$ cat config.mk
export PLATFORM = sky130hd
export DESIGN_NAME = flash_sec_reg
export DESIGN_NICKNAME = d
export VERILOG_FILES = /design/src/rtl/flash_sec_pkg.sv /design/src/rtl/flash_sec_fsm.sv /design/src/rtl/flash_sec_store.sv /design/src/rtl/flash_sec_decode.sv /design/src/rtl/flash_sec_reg.sv
export SDC_FILE = /design/constraint.sdc
export NUM_CORES = 1
export LEC_CHECK = 0
export ABC_CLOCK_PERIOD_IN_PS = 1300
export BUFFER_PORTS_ARGS = -buffer_cell sky130_fd_sc_hd__buf_2
export CORE_UTILIZATION = 38
export DETAILED_ROUTE_END_ITERATION = 16
export PLACE_DENSITY = 0.85
export SLEW_MARGIN = 5
export SYNTH_ARGS = -nofsm -noshare
export SYNTH_HDL_FRONTEND = slang
export SYNTH_SLANG_ARGS = --single-unit
$ cat constraint.sdc
create_clock -name clk -period 1.3 [get_ports clk]
set_clock_uncertainty 0.05 [all_clocks]
set_input_delay 0.13 -clock clk [delete_from_list [all_inputs] [get_ports clk]]
set_output_delay 0.13 -clock clk [all_outputs]
set_load 0.05 [all_outputs]
$ cat src/rtl/flash_sec_pkg.sv
package flash_sec_pkg;

    localparam int REG_W     = 8;
    localparam int KEY_HI    = 7;
    localparam int KEY_LO    = 6;
    localparam int RSV_HI    = 5;
    localparam int RSV_LO    = 2;
    localparam int SEC_HI    = 1;
    localparam int SEC_LO    = 0;
    localparam int KEY_W     = KEY_HI - KEY_LO + 1;
    localparam int SEC_W     = SEC_HI - SEC_LO + 1;

    localparam logic [KEY_W-1:0] KEY_OPEN_CODE = 2'b10;
    localparam logic [SEC_W-1:0] SEC_OPEN_CODE = 2'b10;
    localparam logic [REG_W-1:0] REG_PENDING   = '1;
    localparam logic [REG_W-1:0] REG_FAULT     = '1;

    typedef enum logic [1:0] {
        ST_ISSUE  = 2'd0,
        ST_AWAIT  = 2'd1,
        ST_ARMED  = 2'd2,
        ST_OPENED = 2'd3
    } sec_state_e;

    typedef struct packed {
        logic cfg_rd_req;
        logic cap_en;
        logic force_en;
        logic load_done;
    } sec_ctrl_t;

    function automatic logic [KEY_W-1:0] key_field(input logic [REG_W-1:0] v);
        return v[KEY_HI:KEY_LO];
    endfunction

    function automatic logic [SEC_W-1:0] sec_field(input logic [REG_W-1:0] v);
        return v[SEC_HI:SEC_LO];
    endfunction

endpackage

$ cat src/rtl/flash_sec_fsm.sv
module flash_sec_fsm
    import flash_sec_pkg::*;
(
    input  logic      clk,
    input  logic      rst_n,
    input  logic      cfg_valid,
    input  logic      unlock_pulse,
    input  logic      key_ok,
    output sec_ctrl_t ctrl
);

    sec_state_e state_q, state_d;

    // State register
    always_ff @(posedge clk or negedge rst_n) begin
        if (!rst_n) begin
            state_q <= ST_ISSUE;
        end else begin
            state_q <= state_d;
        end
    end

    // Next-state logic
    always_comb begin
        state_d = state_q;
        unique case (state_q)
            ST_ISSUE:  state_d = ST_AWAIT;                       // T_ISSUE_DONE
            ST_AWAIT:  if (cfg_valid) state_d = ST_ARMED;        // T_CAPTURE
            ST_ARMED:  if (unlock_pulse && key_ok) state_d = ST_OPENED; // T_UNLOCK
            ST_OPENED: state_d = ST_OPENED;
            default:   state_d = ST_ISSUE;
        endcase
    end

    // Output logic
    always_comb begin
        ctrl = '0;
        unique case (state_q)
            ST_ISSUE: begin
                ctrl.cfg_rd_req = 1'b1;
            end
            ST_AWAIT: begin
                ctrl.cap_en = cfg_valid;
            end
            ST_ARMED: begin
                ctrl.load_done = 1'b1;
                ctrl.force_en  = unlock_pulse && key_ok;
            end
            ST_OPENED: begin
                ctrl.load_done = 1'b1;
            end
            default: ctrl = '0;
        endcase
    end

endmodule

$ cat src/rtl/flash_sec_store.sv
module flash_sec_store
    import flash_sec_pkg::*;
(
    input  logic             clk,
    input  logic             rst_n,
    input  logic             cap_en,
    input  logic             force_en,
    input  logic [REG_W-1:0] load_byte,
    input  logic             load_fault,
    output logic [REG_W-1:0] sec_q
);

    logic [REG_W-1:0] sec_d;

    always_comb begin
        sec_d = sec_q;
        if (cap_en) begin
            sec_d = load_fault ? REG_FAULT : load_byte;
        end else if (force_en) begin
            sec_d[SEC_HI:SEC_LO] = SEC_OPEN_CODE;
        end
    end

    always_ff @(posedge clk or negedge rst_n) begin
        if (!rst_n) begin
            sec_q <= REG_PENDING;
        end else begin
            sec_q <= sec_d;
        end
    end

endmodule

$ cat src/rtl/flash_sec_decode.sv
module flash_sec_decode
    import flash_sec_pkg::*;
(
    input  logic [REG_W-1:0] sec_q,
    input  logic             load_done,
    output logic             key_ok,
    output logic             secured
);

    always_comb begin
        key_ok  = load_done && (key_field(sec_q) == KEY_OPEN_CODE);
        secured = !(load_done && (sec_field(sec_q) == SEC_OPEN_CODE));
    end

endmodule

$ cat src/rtl/flash_sec_reg.sv
module flash_sec_reg
    import flash_sec_pkg::*;
(
    input  logic             clk,
    input  logic             rst_n,
    output logic             cfg_rd_req,
    input  logic             cfg_valid,
    input  logic [REG_W-1:0] cfg_byte,
    input  logic             cfg_dbl_err,
    input  logic             unlock_pulse,
    input  logic             bus_rd_en,
    input  logic             bus_wr_en,
    input  logic [REG_W-1:0] bus_wr_data,
    output logic [REG_W-1:0] rd_data,
    output logic             load_done,
    output logic             key_access_en,
    output logic             secured
);

    sec_ctrl_t        ctrl;
    logic [REG_W-1:0] sec_q;
    logic             key_ok;
    logic             unused_wr;

    // The register is read-only: the write port is accepted and discarded.
    assign unused_wr = ^{bus_wr_en, bus_wr_data};

    flash_sec_fsm u_fsm (
        .clk          (clk),
        .rst_n        (rst_n),
        .cfg_valid    (cfg_valid),
        .unlock_pulse (unlock_pulse),
        .key_ok       (key_ok),
        .ctrl         (ctrl)
    );

    flash_sec_store u_store (
        .clk        (clk),
        .rst_n      (rst_n),
        .cap_en     (ctrl.cap_en),
        .force_en   (ctrl.force_en),
        .load_byte  (cfg_byte),
        .load_fault (cfg_dbl_err),
        .sec_q      (sec_q)
    );

    flash_sec_decode u_dec (
        .sec_q     (sec_q),
        .load_done (ctrl.load_done),
        .key_ok    (key_ok),
        .secured   (secured)
    );

    assign cfg_rd_req    = ctrl.cfg_rd_req;
    assign load_done     = ctrl.load_done;
    assign key_access_en = key_ok;
    assign rd_data       = bus_rd_en ? sec_q : '0;

endmodule

==> results of run 1 <==
==> routing by layer <==
layer / up-vias / global-route usage / part of all wire
met4: 0 / 0.0517 / 0
met5: - / 0 / 0
met3: 0 / 0.0462 / 0.055
met2: 22 / 0.288 / 0.54
li1: 232 / - / -
met1: 196 / 0.191 / 0.40
==> metrics by stage <==
stage | setup WS, ps | hold WS [ps] | setup TNS, ps | total power [mW]
after floorplan | 28.5 | -216 | 0 | 0.814
after global placement | 144 | -54.6 | 0 | 0.911
after detailed placement | 108 | -51.1 | 0 | 0.926
after CTS | -32.1 | 49.5 | -32.1 | 1.28
after global routing | -58.6 | 71.3 | -126 | 1.41
final | -23.9 | 53.6 | -31.5 | 1.33
==> state kept, by name, summed over array words and instances, names as in the netlist <==
| register | count |
|---|---|
| u_store.sec_q | 8 |
| u_fsm.state_q | 2 |
==> power breakdown <==
group | internal (mW) | switching, mW | leakage, nW | total [mW]
Clock | 0.170 | 0.110 | 0.0210 | 0.279
Sequential | 0.430 | 0.0435 | 0.101 | 0.474
Combinational | 0.231 | 0.347 | 0.243 | 0.578
==> final cells by class <==
cell class,instances,area share
timing repair buffer,27,0.281
sequential,10,0.342
tap,14,0.0229
clock buffer,4,0.0474
multi-input combinational,39,0.302
inverter,1,0.00490
==> logic make-up after synthesis <==
kind of cell    after synthesis  share of synthesized area
buf+inv                       4                     0.0442
flops                        10                      0.511
simple gates                 28                      0.307
compound gates               11                      0.138
==> worst paths after layout <==
kind,to,slack (ps),start,depth (start not counted)
worst max-delay path,key_access_en,-20,u_store.sec_q[7],2
max in group asynchronous,u_store.sec_q[5],730,rst_n,2
worst min register to register,u_store.sec_q[4],430,u_store.sec_q[4],2
worst min-delay path,u_store.sec_q[5],50,cfg_byte[5],3
min in group asynchronous,u_fsm.state_q[0],220,rst_n,2
worst max register to register,u_store.sec_q[1],130,u_fsm.state_q[1],2
==> critical path: cells and delay by family (launching register included) <==
kind                   cells  cell delay, ps
flip-flops                 1             550
buffers and inverters      1             160
AND/OR/NAND/NOR            1             170
==> synthesized netlist by cell type, types with 2 or more instances <==
library cell	n	share of area
and2_1	8	0.098
dfstp_2	8	0.41
nor2_1	8	0.059
nand2_1	6	0.044
o21ai_0	6	0.059
dfrtp_1	2	0.098
==> timing repair <==
action                                  4_1_cts  5_1_grt
buffers inserted                              0        1
endpoints found under the hold margin        10        0
endpoints found under the setup margin       10       11
gates resized for setup                      15       12
hold buffers                                  1        0
==> impl_metrics.ini, run 1 <==
[yosys]
syn_inst = 53
syn-cell-area_um2 = 509
synth.avg_cell_area_um2 = 9.61
yosysWarnings = 0
async_flop_share = 1.00
syn-num-nets = 76
ys_seq_elements = 10
synth_cell_types = 21
ys.flop_type = dfstp_2
synth_edf_count = 0
ys_seq_area_frac = 0.511

[outcome]
status = finished with violations
failed_checks = negative setup slack

[final_layout]
drive_gt1_frac = 0.531
final_common_cell = buf_2
fin_area_um2 = 766
seqCellArea_um2 = 262
mostFrequentLayoutCells = buf_2 (14), nor2_1 (8), buf_6 (8), dfstp_2 (8)
multiInputGateArea_um2 = 231
fillers = 98
diodes = 0
layout.nets = 105
utilization = 0.654
final_cells = 95
syn_to_final_growth_pct = 50.4

[grt]
antenna_found_initial = 0
grt_pass1_vias = 399
grt_first_pass_wirelength_um = 1650
grtUsageTotal = 0.164
grt_remaining_overflow = 0
grt_max_degree = 17

[critical_path]
slowest_stage = dfstp_2
worstSetupPathType = reg -> out
max_stage_delay_ps = 550
end_kind = output port
cp.required_ps = 1120
crit_path_start_kind = flop
cp_cell_sequence = and3b_1, buf_6
cp.arrival_ps = 1140
cp_max_fo = 4

[detailed_routing]
final_antenna_net_count = 0
via_per_inst = 4.74
avgRoutedWirePerCell_um = 12.4
drt_first_pass_iters = 4
vias = 450
drc = 0
wl_um = 1180
drt-initial-drc-count = 9

[cts]
clockBufferDepth = 2
htreeDepth = 1
numCtsBuffers = 3
clk_latency_ps = 260
cts_tree = yes
path_clk_slew_ps = 70
root_buffer = clkbuf_4
cts.sinks = 10

[pwr]
max-vdd-ir-drop_v = 0.000737
power_density_mw_per_mm2 = 1740
cellLeakagePower_nw = 0.365

[timing]
worst-slew-pin-transition_ps = 235
rsz0062_at_grt = true
layout_setup_ws_ps = -23.9
finalMaxSlewViolations = 0
finalSetupViolCount = 2
finalCriticalPeriod_ps = 1320
fin_crit_sh = 1.02
fmax_mhz = 755
hold_viol = 0
slew_headroom = 0.842

[floorplanning]
ios = 35
die_h_um = 38.6
coreArea_mm2 = 0.00117
dieArea_mm2 = 0.00149
fp-row-count = 12
die_w_um = 38.6
start_util = 0.435

[worst_hold_path]
hp-class = in -> reg

[place]
port_buffers = 25
placedCellCount = 89
globalplace.congestion = 0.646
place_area_um2 = 633

[run]
cap_viol_max_count = 0
Power figures use the tool's default switching activity.
==> inputs of run 2 (changes only) <==
- SKIP_CTS_REPAIR_TIMING: not set -> 1
==> run 2 against run 1 <==
The flow still finishes with violations (negative setup slack). Non-clock buffer count is the same. Worst setup slack lost 1.4 ps. Fmax is 0.10% lower. Total power is 0.76% lower. Clock-buffer cell count did not move. Critical path type unchanged. Critical endpoint unchanged. Largest cell class unchanged. Largest power group unchanged.
==> impl_metrics.ini, run 2 (synthesis results as in run 1) <==
[final_layout]
drive_gt1_frac = 0.531
mostFrequentLayoutCells = buf_2 (14), nor2_1 (8), dfstp_2 (8)
utilization = 0.651
syn_to_final_growth_pct = 49.6
largest-register = u_store.sec_q
layout.nets = 105
reg_top3 = u_store.sec_q x8, u_fsm.state_q x2
final_common_cell = buf_2
diodes = 0
largest_register_ffs = 8
fillers = 97

[floorplanning]
die_w_um = 38.6
start_util = 0.435
ios = 35
coreArea_mm2 = 0.00117
dieArea_mm2 = 0.00149
fp-row-count = 12
die_h_um = 38.6

[pwr]
power_density_mw_per_mm2 = 1730
max-vdd-ir-drop_v = 0.000728
cellLeakagePower_nw = 0.365
seq_power_share = 0.358
p_int_uw = 826
p_comb_frac = 0.433
p_switching_uw = 495
p_sw_frac = 0.375
pwr-share-clk = 0.209

[cts]
clockBufferDepth = 2
root_buffer = clkbuf_4
cts.sinks = 10
htreeDepth = 1
cts_tree = yes
numCtsBuffers = 3
clk_latency_ps = 260
path_clk_slew_ps = 70

[detailed_routing]
drt_first_pass_iters = 4
wl_um = 1170
met1_length_um = 458
drc = 0
dr_wl_met2_um = 646
dr_wl_met3_um = 69
drt-initial-drc-count = 5
top_layer_used = met3
via_per_inst = 4.68
vias = 445
avgRoutedWirePerCell_um = 12.4
final_antenna_net_count = 0

[place]
port_buffers = 25
globalplace.congestion = 0.646

[timing]
slew_headroom = 0.832
finalSetupViolCount = 2
rsz0062_at_grt = true
worst-slew-pin-transition_ps = 253
hold_viol = 0
fmax_mhz = 755
fin_setup_tns_ps = -32.5
finalCriticalPeriod_ps = 1330
fin_crit_sh = 1.02
layout_setup_ws_ps = -25.3
finalMaxSlewViolations = 0

[critical_path]
crit_path_start_kind = flop
cp.required_ps = 1120
worstSetupPathType = reg -> out
cp_max_fo = 4
cp.arrival_ps = 1150
end_kind = output port

[grt]
antenna_found_initial = 0
grt_max_degree = 17
grt_pass1_vias = 364
grt_remaining_overflow = 0
grtUsageTotal = 0.150
grt_first_pass_wirelength_um = 1500

[outcome]
status = finished with violations
failed_checks = negative setup slack

[worst_hold_path]
hp-class = in -> reg

[run]
cap_viol_max_count = 0
[run 2: critical path, cell delays in order, from the launching register on]
cell and delay, ps:
dfstp_2 560, and3b_1 170, buf_6 160
[run 2: worst paths after layout]
path | endpoint | start | slack, ps | depth (start not counted)
worst min register to register | u_store.sec_q[2] | u_store.sec_q[2] | 420 | 2
max in group asynchronous | u_store.sec_q[5] | rst_n | 730 | 2
worst min-delay path | u_store.sec_q[5] | cfg_byte[5] | 50 | 3
min in group asynchronous | u_fsm.state_q[1] | rst_n | 220 | 2
worst max register to register | u_store.sec_q[1] | u_fsm.state_q[1] | 130 | 2
worst max-delay path | key_access_en | u_store.sec_q[7] | -30 | 2
[run 2: per-layer routing]
layer  GRT usage  up-vias
li1            -      233
met1       0.188      194
met2       0.250       18
met3      0.0347        0
met4      0.0517        0
met5           0        -
[run 2: power by group through the flow]
stage | logic, mW | registers (mW) | clock network (mW)
floorplan | 0.353 | 0.462 | 0
global placement | 0.443 | 0.469 | 0
detailed placement | 0.451 | 0.476 | 0
CTS | 0.451 | 0.470 | 0.286
global route | 0.610 | 0.481 | 0.305
finish | 0.573 | 0.473 | 0.276
[run 2: layout make-up]
type / count / area, µm² / share of cell area
Multi-Input combinational cell: 39 / 231 / 0.304
Timing Repair Buffer: 27 / 211 / 0.278
Inverter: 1 / 3.75 / 0.00493
Tap cell: 14 / 17.5 / 0.0230
Clock buffer: 4 / 36.3 / 0.0476
Sequential cell: 10 / 262 / 0.343
[run 2: stage by stage]
stage,total power [mW],hold WS (ps),worst slack [ps],std cells,instance area (µm²)
detailed placement,0.926,-51.1,108,89,633
finish,1.32,53.8,-25.3,95,762
global route,1.40,70.7,-59.2,95,762
CTS,1.21,-333,-105,93,669
floorplan,0.814,-216,28.5,53,509
global placement,0.911,-54.6,144,89,633
